File: config.mk
export PLATFORM = sky130hd
export DESIGN_NAME = seg_xlate
export DESIGN_NICKNAME = d
export VERILOG_FILES = /design/src/rtl/seg_xlate.sv
export SDC_FILE = /design/constraint.sdc
export NUM_CORES = 1
export LEC_CHECK = 0
export ABC_AREA = 1
export BUFFER_PORTS_ARGS = -buffer_cell sky130_fd_sc_hd__buf_4
export CAP_MARGIN = 20
export CORE_ASPECT_RATIO = 0.7
export CORE_UTILIZATION = 40
export DETAILED_ROUTE_END_ITERATION = 8
export GPL_ROUTABILITY_DRIVEN = 0
export PLACE_DENSITY_LB_ADDON = 0.1
export RECOVER_POWER = 100
export SLEW_MARGIN = 10
export SYNTH_ARGS = -nofsm -noshare
export SYNTH_HDL_FRONTEND = slang
export SYNTH_SLANG_ARGS = --single-unit
File: constraint.sdc
create_clock -name clk -period 2.85 [get_ports clk]
set_input_delay 0.1425 -clock clk [delete_from_list [all_inputs] [get_ports clk]]
set_output_delay 0.1425 -clock clk [all_outputs]
set_load 0.01 [all_outputs]
File: src/rtl/seg_xlate.sv
module seg_xlate #(
  parameter int SEG_BITS = 2,
  parameter int OFF_BITS = 12,
  parameter int PA_BITS  = 16
) (
  input  logic                           clk,
  input  logic                           rst_n,
  input  logic                           req,
  input  logic [1:0]                     acc,
  input  logic [SEG_BITS+OFF_BITS-1:0]   va,
  input  logic                           cfg_we,
  input  logic [SEG_BITS-1:0]            cfg_idx,
  input  logic [1:0]                     cfg_field,
  input  logic [PA_BITS-1:0]             cfg_data,
  output logic                           rsp_valid,
  output logic [PA_BITS-1:0]             rsp_pa,
  output logic [1:0]                     rsp_fault
);
  localparam int VA_W  = SEG_BITS + OFF_BITS;
  localparam int NSEG  = 1 << SEG_BITS;
  localparam int BND_W = OFF_BITS + 1;

  function automatic logic [PA_BITS-1:0] init_base(int i);
    case (i)
      0: return PA_BITS'(16'h4000);
      3: return PA_BITS'(16'h2000);
      default: return '0;
    endcase
  endfunction

  function automatic logic [BND_W-1:0] init_bound(int i);
    case (i)
      0: return BND_W'(13'h0700);
      1: return BND_W'(13'h0500);
      3: return BND_W'(13'h1000);
      default: return '0;
    endcase
  endfunction

  logic [PA_BITS-1:0] base_q [NSEG];
  logic [BND_W-1:0]   bnd_q  [NSEG];
  logic [NSEG-1:0]    vld_q, wr_ok_q;

  always_ff @(posedge clk or negedge rst_n) begin
    if (!rst_n) begin
      for (int i = 0; i < NSEG; i++) begin
        base_q[i]  <= init_base(i);
        bnd_q[i]   <= init_bound(i);
        vld_q[i]   <= (i != 2) && (i < 4);
        wr_ok_q[i] <= (i == 1) || (i == 3);
      end
    end else if (cfg_we) begin
      case (cfg_field)
        2'b00: base_q[cfg_idx] <= cfg_data;
        2'b01: bnd_q[cfg_idx]  <= cfg_data[BND_W-1:0];
        2'b10: begin
          wr_ok_q[cfg_idx] <= cfg_data[0];
          vld_q[cfg_idx]   <= cfg_data[1];
        end
        default: ;
      endcase
    end
  end

  logic [SEG_BITS-1:0] seg;
  logic [OFF_BITS-1:0] off;
  logic                miss, over, prot;
  logic [1:0]          fault_d;

  assign seg  = va[VA_W-1:OFF_BITS];
  assign off  = va[OFF_BITS-1:0];
  assign miss = !vld_q[seg];
  assign over = {1'b0, off} >= bnd_q[seg];
  assign prot = acc[1] && !wr_ok_q[seg];

  assign fault_d = miss ? 2'b01 : over ? 2'b10 : prot ? 2'b11 : 2'b00;

  always_ff @(posedge clk or negedge rst_n) begin
    if (!rst_n) begin
      rsp_valid <= 1'b0;
      rsp_pa    <= '0;
      rsp_fault <= 2'b00;
    end else begin
      rsp_valid <= req;
      if (req) begin
        rsp_fault <= fault_d;
        rsp_pa    <= (fault_d == 2'b00) ? base_q[seg] + PA_BITS'(off) : '0;
      end
    end
  end
endmodule

==> results of run 1 <==
-- flip-flops by register name, indices dropped and copies added, names as in the netlist --
name,count
rsp_fault,2
rsp_pa,16
base_q,64
rsp_valid,1
vld_q,4
bnd_q,52
wr_ok_q,4
-- area by class of cell --
cell class	count	share of cell area [%]
clock buffer	22	5.731
clock inverter	10	0.7863
inverter	56	2.571
multi-input combinational	642	37.76
sequential	143	43.44
tap	231	3.493
timing repair buffer	75	6.215
-- where the power goes --
group	switching, uW	total [uW]	internal, uW
Clock	874	2050	1170
Sequential	205	2670	2460
Combinational	732	1200	471
-- cell usage in the layout, fill, tap and decap left out, types with 6 or more instances in the layout --
master,Yosys,layout
a32o_1,11,11
ha_1,24,24
dfstp_2,13,12
nor2_1,56,56
xor2_1,7,7
clkinvlp_4,0,6
o21ai_0,148,148
clkbuf_1,24,29
nand2_1,296,300
clkbuf_16,0,17
o22ai_1,13,13
buf_4,1,38
a21oi_1,30,30
dfrtp_1,130,130
inv_1,53,53
nand3_1,27,27
-- stage by stage --
step	hold slack (ns)	worst slack, ns	cells	utilization, %	area [sq um]
floorplan	-0.1531	0.4768	884	-	7138
global placement	0.1835	0.2582	1144	45.19	7825
detailed placement	0.1866	0.2430	1144	45.19	7825
CTS	0.01999	0.3668	1179	48.48	8394
global route	0.05159	0.1224	1179	47.78	8274
finish	0.03045	0.3896	1179	47.78	8274
-- per-layer routing --
layer  up-vias  GRT usage [%]
met5         -              0
met4         0          6.918
met3        16          4.400
met2       170          31.38
met1      2748          35.51
li1       3011              -
-- repair_timing --
action | CTS | global route
endpoints found under the setup margin | 0 | 0
hold buffers | 3 | 0
hold endpoints to repair | 58 | 0
-- path summary, 6_finish.rpt --
path | end | slack (ns) | cells after the start
worst max-delay path | rsp_pa[3]$_DFFE_PN0P_ | 0.39 | 12
worst min-delay path | base_q[62]$_DFFE_PN1P_ | 0.03 | 3
worst max register to register | rsp_pa[3]$_DFFE_PN0P_ | 0.39 | 12
worst min register to register | rsp_pa[8]$_DFFE_PN0P_ | 0.48 | 2
max in group asynchronous | rsp_pa[6]$_DFFE_PN0P_ | 0.70 | 3
min in group asynchronous | base_q[29]$_DFFE_PN0P_ | 0.70 | 2
-- critical path, cell delays in order, from the launching register on --
cell,delay (ns)
dfstp_1,0.52
nand2_1,0.05
a32o_1,0.27
ha_1,0.29
nand2_1,0.12
a21oi_1,0.06
nor2_1,0.17
nand2_1,0.07
nand3_1,0.14
nand4_2,0.17
nor2_4,0.36
nand2_1,0.10
nand2_1,0.07
-- cells by family (layout without fill, tap and decap cells) --
family	count (synthesis)	in the layout
fa+ha+maj	25	25
flops	143	143
simple gates	396	396
xor+xnor	10	10
compound gates	211	211
buf+inv	99	163
==> results.sh, run 1 <==
export IMPL_leakage_uw=0.004050
export IMPL_die_h_microns=113.8
export IMPL_num_rows=40
export IMPL_yosys_area_top_type="dfrtp_1"
export IMPL_wl_met3_microns=1047
export IMPL_finalHoldViolations=0
export IMPL_maxCapViolations=2
export IMPL_grt_pass1_wl_microns=31620
export IMPL_synth_edf_count=0
export IMPL_report_final_slew_viol_count=63
export IMPL_vias=5945
export IMPL_synth_cell_type_count=35
export IMPL_outcome="finished, violations left"
export IMPL_dr_max_layer_used="met4"
export IMPL_period_needed_ns=2.460
export IMPL_cts_tree="built"
export IMPL_netlist_area_sq_mm=0.007138
export IMPL_grt_overflow=0
export IMPL_antenna_found_initial=0
export IMPL_dp_final_hpwl_microns=13080
export IMPL_ys_seq_area_share_pct=50.36
export IMPL_drtIter0Drc=458
export IMPL_max_freq_ghz=0.4064
export IMPL_synth_mux_area_share_pct=0
export IMPL_portBuffers=57
export IMPL_syn_inst=884
export IMPL_reg2reg_from="bnd_q[34]$_DFFE_PN1P_"
export IMPL_synthXorXnorAreaFrac_pct=1.227
export IMPL_cts_num_sinks=143
export IMPL_critical_path_max_fanout=16
export IMPL_ir_drop_v=0.0003492
export IMPL_grtUsageTotal_pct=22.76
export IMPL_period_share_pct=86.33
export IMPL_cts_max_level=4
export IMPL_synthArstFlopShare_pct=100.0
export IMPL_synth_compound_area_share_pct=16.09
export IMPL_synth_nets=949
export IMPL_wl_met1_microns=10440
export IMPL_seq_area_sq_mm=0.003595
export IMPL_yosys_area_top_type_share_pct=45.57
export IMPL_wl_per_cell_microns=16.38
export IMPL_numCtsBuffers=17
export IMPL_num_antenna_cells=0
export IMPL_clock_latency_ns=0.43
export IMPL_first_pass_iters=5
export IMPL_slew_headroom_pct=-12.25
export IMPL_startpoint="bnd_q[34]$_DFFE_PN1P_"
export IMPL_grt_pass1_vias=5656
export IMPL_io_pins=59
export IMPL_wirelength_microns=19310
export IMPL_synthTopCellsByCount="nand2_1, o21ai_0, dfrtp_1, nor2_1, inv_1"
export IMPL_hold_start="cfg_data[14]"
export IMPL_die_w_microns=161.7
export IMPL_synth_top_flop_cell="dfrtp_1"
export IMPL_grt_start_max_net_pins=64
export IMPL_drcViolationCount=0
export IMPL_fin_nets=1000
export IMPL_viasPerCell=5.042
export IMPL_yosys_warnings=0
export IMPL_coreArea_sq_mm=0.01732
export IMPL_areaGrowthSynthToFinish_pct=15.92
export IMPL_cts_root_buffer="clkbuf_16"
export IMPL_yosys_area_share_simple_pct=22.10
export IMPL_power_density_mw_per_mm2=714.9
export IMPL_synthAdderAreaFrac_pct=4.487
export IMPL_endpoint_kind="register"
export IMPL_hold_class="in -> reg"
export IMPL_critPathArrivalTime_ns=2.83
export IMPL_worstMarginPinSlew_ns=1.684
export IMPL_post_cts_buffers=0
export IMPL_yosys_register_bits=143
export IMPL_synth_area_leaders="dfrtp_1, nand2_1, o21ai_0"
export IMPL_rsz0062_at_grt="no"
export IMPL_critPathKind="reg -> reg"
export IMPL_multi_input_area_sq_mm=0.003124
export IMPL_die_area_sq_mm=0.01839
export IMPL_clk_pin_slew_worst_paths_ns=0.06
export IMPL_yosysMostFrequentCell="nand2_1"
export IMPL_clockBufferDepth=2
export IMPL_ant_nets=0
export IMPL_start_util_pct=41.22
export IMPL_cts_resized=0
export IMPL_fin_worst_skew_ns=0.01013
export IMPL_crit_required_ns=3.22
export IMPL_worstSetupStartpointType="register"
export IMPL_power_uw=5915
export IMPL_avgSynthCellArea_sq_um=8.075
export IMPL_setup_viol=0
export IMPL_wl_met2_microns=7585
export IMPL_synth_top_family_by_area="simple AND/OR/NAND/NOR gates"
export IMPL_drive_gt1_share_pct=10.13
export IMPL_violations="capacitance limit, slew limit"
export IMPL_setup_tns_final_ns=0
export IMPL_fillCellCount=1774
Power figures use the tool's default switching activity.
==> inputs of run 2 (changes only) <==
- RECOVER_POWER: 100 -> 50
==> results.sh, run 2 (same netlist as run 1, synthesis figures left out) <==
export IMPL_outcome="finished, violations left"
export IMPL_violations="capacitance limit, slew limit"
export IMPL_leakage_uw=0.004058
export IMPL_timing_hold_ws_ns=0.02864
export IMPL_largest_reg_flops=64
export IMPL_hold_depth=3
export IMPL_report_final_slew_viol_count=63
export IMPL_mostFrequentLayoutCell="nand2_1"
export IMPL_cts_tree="built"
export IMPL_worstMarginPinSlew_ns=1.680
export IMPL_pre_cts_slack_ns=0.2430
export IMPL_final_area_sq_mm=0.008287
export IMPL_dp_final_hpwl_microns=13080
export IMPL_vias=5950
export IMPL_viasPerCell=5.047
export IMPL_cts_max_level=4
export IMPL_num_rows=40
export IMPL_max_freq_ghz=0.4060
export IMPL_ir_drop_v=0.0003489
export IMPL_worstPathCellList="nand2_1 > a32o_1 > ha_1 > nand2_1 > a21oi_1 > nor2_1 > nand2_1 > nand3_1 > nand4_2 > nor2_4 > nand2_1 > nand2_1"
export IMPL_worstSetupStartpointType="register"
export IMPL_grtUsageMet1_pct=35.51
export IMPL_drive_gt1_share_pct=10.55
export IMPL_use_met3_pct=4.400
export IMPL_grt_pass1_wl_microns=31620
export IMPL_grt_met2_usage_pct=31.38
export IMPL_max_flop_register="base_q"
export IMPL_final_util_pct=47.85
export IMPL_fin_worst_skew_ns=0.009375
export IMPL_ant_nets=0
export IMPL_clock_latency_ns=0.43
export IMPL_crit_required_ns=3.22
export IMPL_io_pins=59
export IMPL_grt_overflow=0
export IMPL_r2r_slack_ns=0.39
export IMPL_period_share_pct=86.41
export IMPL_cp_slowest_cell="dfstp_2"
export IMPL_critical_path_max_fanout=16
export IMPL_start_util_pct=41.22
export IMPL_placed_area_sq_mm=0.007825
export IMPL_grt_pass1_vias=5656
export IMPL_die_w_microns=161.7
export IMPL_clk_pin_slew_worst_paths_ns=0.06
export IMPL_num_antenna_cells=0
export IMPL_maxCapViolations=2
export IMPL_reg_top3="base_q (64), bnd_q (52), rsp_pa (16)"
export IMPL_die_h_microns=113.8
export IMPL_crit_top_cell="nand2_1"
export IMPL_portBuffers=57
export IMPL_cts_num_sinks=143
export IMPL_r2r_cells=12
export IMPL_slew_headroom_pct=-11.98
export IMPL_rr_endpoint="rsp_pa[3]$_DFFE_PN0P_"
export IMPL_critPathArrivalTime_ns=2.83
export IMPL_cts_resized=0
export IMPL_busiest_layer="met1"
export IMPL_drtIter0Drc=476
export IMPL_wl_per_cell_microns=16.42
export IMPL_coreArea_sq_mm=0.01732
export IMPL_drcViolationCount=0
export IMPL_clockBufferDepth=2
export IMPL_hold_class="in -> reg"
export IMPL_critPathKind="reg -> reg"
export IMPL_max_stage_delay_ns=0.53
export IMPL_rsz0062_at_grt="no"
export IMPL_hold_start="cfg_data[14]"
export IMPL_numCtsBuffers=17
export IMPL_grtUsageTotal_pct=22.76
export IMPL_die_area_sq_mm=0.01839
export IMPL_period_needed_ns=2.463
export IMPL_setup_viol=0
export IMPL_antenna_found_initial=0
export IMPL_wirelength_microns=19360
export IMPL_reg2reg_from="bnd_q[34]$_DFFE_PN1P_"
export IMPL_first_pass_iters=5
export IMPL_finalHoldViolations=0
export IMPL_cts_root_buffer="clkbuf_16"
export IMPL_endpoint_kind="register"
export IMPL_finalWorstSetupSlack_ns=0.3872
export IMPL_grt_start_max_net_pins=64
export IMPL_setup_tns_final_ns=0
export IMPL_power_density_mw_per_mm2=713.7
export IMPL_hold_path_end="base_q[62]$_DFFE_PN1P_"
export IMPL_final_cell_mix="nand2_1, o21ai_0, dfrtp_1"
export IMPL_fin_nets=1000
export IMPL_areaGrowthSynthToFinish_pct=16.09
[run 2: changes by cell type in the layout (fill, tap and decap cells not counted)]
cell	change
nand2_1	-1
buf_4	+3
dfstp_2	+1
clkbuf_2	-1
dfstp_1	-1
nand2_2	+1
clkbuf_1	-2
[run 2: area by class of cell]
class                      count  area, sq um
clock inverter                10        65.06
fill                        1772         9030
timing repair buffer          75        524.3
inverter                      56        212.7
sequential                   143         3595
tap                          231        289.0
clock buffer                  22        474.2
multi-input combinational    642         3127
[run 2: worst max-delay path, delay by kind of cell (launching register included)]
| family | cells | cell delay [ns] |
|---|---|---|
| AOI/OAI and AO/OA | 2 | 0.33 |
| adders and majority gates | 1 | 0.29 |
| DFF | 1 | 0.53 |
| and+or+nand+nor | 9 | 1.25 |
[run 2: where the power goes]
group | total, uW | leakage (uW) | switching (uW) | internal [uW]
clock network | 2040 | 0.000250 | 872 | 1170
registers | 2670 | 0.00180 | 204 | 2460
logic | 1200 | 0.00201 | 732 | 472
[run 2: timing repair]
| item | 4_1_cts | 5_1_grt |
|---|---|---|
| hold buffers | 3 | 0 |
| endpoints found under the setup margin | 0 | 0 |
| hold endpoints to repair | 58 | 0 |
| setup buffers | 0 | 0 |
[run 2: how the worst max path moves through the flow]
stage                                startpoint                      to  slack, ns  cells after the start
after floorplan                          va[12]  rsp_pa[12]$_DFFE_PN0P_       0.48                     18
after global placement                   va[12]  rsp_pa[13]$_DFFE_PN0P_       0.26                     16
after detailed placement                 va[12]  rsp_pa[13]$_DFFE_PN0P_       0.24                     16
after CTS                 bnd_q[34]$_DFFE_PN1P_   rsp_pa[6]$_DFFE_PN0P_       0.37                     12
after global routing      bnd_q[34]$_DFFE_PN1P_   rsp_pa[6]$_DFFE_PN0P_       0.13                     12
final                     bnd_q[34]$_DFFE_PN1P_   rsp_pa[3]$_DFFE_PN0P_       0.39                     12
[run 2: layer usage]
metal  routed length [microns]  part of all wire [%]
met1                     10480                    54
met2                      7611                    39
met3                      1029                   5.3
met4                       238                   1.2
met5                         0                     0
[run 2: metrics by stage]
| stage | cells | power (uW) |
|---|---|---|
| after floorplan | 884 | 3494 |
| after global placement | 1144 | 3916 |
| after detailed placement | 1144 | 3937 |
| after CTS | 1179 | 6005 |
| after global routing | 1179 | 6299 |
| final | 1179 | 5915 |
==> inputs of run 3 (changes only) <==
- ABC_AREA: 1 -> 0
==> results.sh, run 3 <==
export IMPL_placed_area_sq_mm=0.008124
export IMPL_cts_tree="built"
export IMPL_numCtsBuffers=17
export IMPL_max_freq_ghz=0.3606
export IMPL_rsz0062_at_grt="yes"
export IMPL_yosysMostFrequentCell="dfrtp_1"
export IMPL_wirelength_microns=16630
export IMPL_setup_viol=0
export IMPL_clk_pin_slew_worst_paths_ns=0.06
export IMPL_cts_num_sinks=143
export IMPL_finalHoldViolations=0
export IMPL_slew_headroom_pct=28.95
export IMPL_max_flop_register="base_q"
export IMPL_worstMarginPinSlew_ns=1.066
export IMPL_report_final_slew_viol_count=0
export IMPL_finalWorstSetupSlack_ns=0.07684
export IMPL_power_uw=6848
export IMPL_setup_tns_final_ns=0
export IMPL_drcViolationCount=0
export IMPL_ir_drop_v=0.0003460
export IMPL_yosys_warnings=0
export IMPL_pre_cts_slack_ns=-0.1034
export IMPL_synth_area_leaders="dfrtp_1, mux2_2, mux4_2"
export IMPL_final_cell_mix="dfrtp_1, mux2_2, buf_4"
export IMPL_synthTopCellsByCount="dfrtp_1, mux2_2, inv_1, mux4_2, ha_1"
export IMPL_critical_path_max_fanout=3
export IMPL_synthArstFlopShare_pct=100.0
export IMPL_io_pins=59
export IMPL_synth_edf_count=0
export IMPL_avgSynthCellArea_sq_um=14.16
export IMPL_die_area_sq_mm=0.01857
export IMPL_first_pass_iters=4
export IMPL_coreArea_sq_mm=0.01737
export IMPL_grtUsageTotal_pct=19.88
export IMPL_die_w_microns=162.4
export IMPL_syn_inst=509
export IMPL_wl_per_cell_microns=19.51
export IMPL_num_rows=40
export IMPL_hold_class="in -> reg"
export IMPL_mostFrequentLayoutCell="dfrtp_1"
export IMPL_largest_reg_flops=64
export IMPL_crit_required_ns=3.15
export IMPL_outcome="complete, no violations"
export IMPL_r2r_cells=10
export IMPL_clockBufferDepth=2
export IMPL_critPathArrivalTime_ns=3.07
export IMPL_fin_nets=673
export IMPL_ant_nets=0
export IMPL_drtIter0Drc=170
export IMPL_grt_pass1_vias=4749
export IMPL_viasPerCell=5.332
export IMPL_antenna_found_initial=0
export IMPL_critPathKind="reg -> reg"
export IMPL_vias=4543
export IMPL_maxCapViolations=0
export IMPL_synth_cell_type_count=54
export IMPL_portBuffers=57
export IMPL_areaGrowthSynthToFinish_pct=23.40
export IMPL_cts_root_buffer="clkbuf_16"
export IMPL_leakage_uw=0.003896
export IMPL_drive_gt1_share_pct=52.50
export IMPL_clock_latency_ns=0.43
export IMPL_die_h_microns=114.3
export IMPL_num_antenna_cells=0
export IMPL_period_share_pct=97.30
export IMPL_period_needed_ns=2.773
export IMPL_synth_top_flop_cell="dfrtp_1"
export IMPL_start_util_pct=41.51
export IMPL_grt_overflow=0
export IMPL_hold_depth=2
export IMPL_netlist_area_sq_mm=0.007208
export IMPL_worstSetupStartpointType="register"
export IMPL_power_density_mw_per_mm2=769.8
export IMPL_ys_seq_area_share_pct=49.87
export IMPL_yosys_register_bits=143
export IMPL_grt_start_max_net_pins=66
export IMPL_reg_top3="base_q (64), bnd_q (52), rsp_pa (16)"
export IMPL_endpoint_kind="register"
export IMPL_yosys_area_top_type="dfrtp_1"
export IMPL_synth_nets=574
export IMPL_dp_final_hpwl_microns=11570
export IMPL_grt_pass1_wl_microns=27050
export IMPL_final_area_sq_mm=0.008895
export IMPL_yosys_area_top_type_share_pct=45.13
export IMPL_fin_worst_skew_ns=0.007577
export IMPL_cts_max_level=4
run 3: cell types whose count changed after synthesis, moves of 10 or more:
| cell | change |
|---|---|
| nand2_1 | -291 |
| o21ai_0 | -143 |
| mux2_2 | +124 |
| nor2_1 | -40 |
| mux4_2 | +30 |
| nand3_1 | -23 |
| a21oi_1 | -22 |
| inv_1 | -19 |
| a32o_1 | -11 |
| clkbuf_1 | -11 |
| o22ai_1 | -11 |
| buf_2 | -10 |
| o22ai_2 | +10 |
run 3: cell families after synthesis:
logic type               synth area share [%]
AO/OA/AOI/OAI                           7.673
XOR/XNOR                                1.093
adder cells (fa/ha/maj)                 4.444
buffers and inverters                   3.715
flip-flops                              49.87
multiplexers                            29.11
AND/OR/NAND/NOR                         4.097
run 3: timing repair:
action / 4_1_cts / 5_1_grt
hold buffers: 8 / 0
pin swaps: 0 / 8
resized for setup: 1 / 12
buffers inserted: 0 / 2
hold endpoints to repair: 82 / 0
setup endpoints to repair: 4 / 12
run 3: metrics by stage:
stage / utilization [%] / cells / hold slack, ns
finish: 51.22 / 852 / 0.01527
global route: 51.22 / 852 / 0.01374
CTS: 50.63 / 850 / 0.002437
detailed placement: 46.78 / 810 / 0.1878
global placement: 46.78 / 810 / 0.1830
floorplan: - / 509 / -0.1531
run 3: worst paths after layout:
path,startpoint,slack (ns),end
setup reg to reg,base_q[0]$_DFFE_PN0P_,0.08,rsp_pa[10]$_DFFE_PN0P_
hold reg to reg,base_q[47]$_DFFE_PN0P_,0.50,base_q[47]$_DFFE_PN0P_
max in group asynchronous,rst_n,1.70,bnd_q[48]$_DFFE_PN1P_
setup / recovery,base_q[0]$_DFFE_PN0P_,0.08,rsp_pa[10]$_DFFE_PN0P_
hold / removal,cfg_data[5],0.02,base_q[37]$_DFFE_PN0P_
min in group asynchronous,rst_n,0.28,base_q[45]$_DFFE_PN0P_
run 3: metal layers:
metal	wire (microns)	up-vias	GRT usage (%)
met5	0	-	0
met4	204	0	6.101
met3	556	15	4.890
met2	7827	73	30.88
met1	8037	2362	27.49
li1	-	2093	-
run 3: cell type report:
cell class	count	area [sq um]
inverters	34	127.6
well taps	231	289.0
flip-flops and latches	143	3595
repair buffers	106	857.1
clock buffers	20	446.7
multi-input cells	306	3442
fillers	1523	8472
clock inverters	12	137.6
run 3: critical path, stage by stage (launching register included):
cell      delay (ns)
dfrtp_1         0.38
mux4_2          0.50
ha_4            0.19
fa_2            0.34
a21o_1          0.19
a221oi_2        0.32
buf_4           0.18
o21ai_1         0.07
a21oi_1         0.17
xor2_1          0.22
o22ai_2         0.09
run 3: power by group:
group | leakage [uW] | switching, uW | internal [uW] | total, uW
logic | 0.00188 | 828 | 1060 | 1890
registers | 0.00175 | 228 | 2530 | 2760
clock network | 0.000269 | 887 | 1320 | 2200
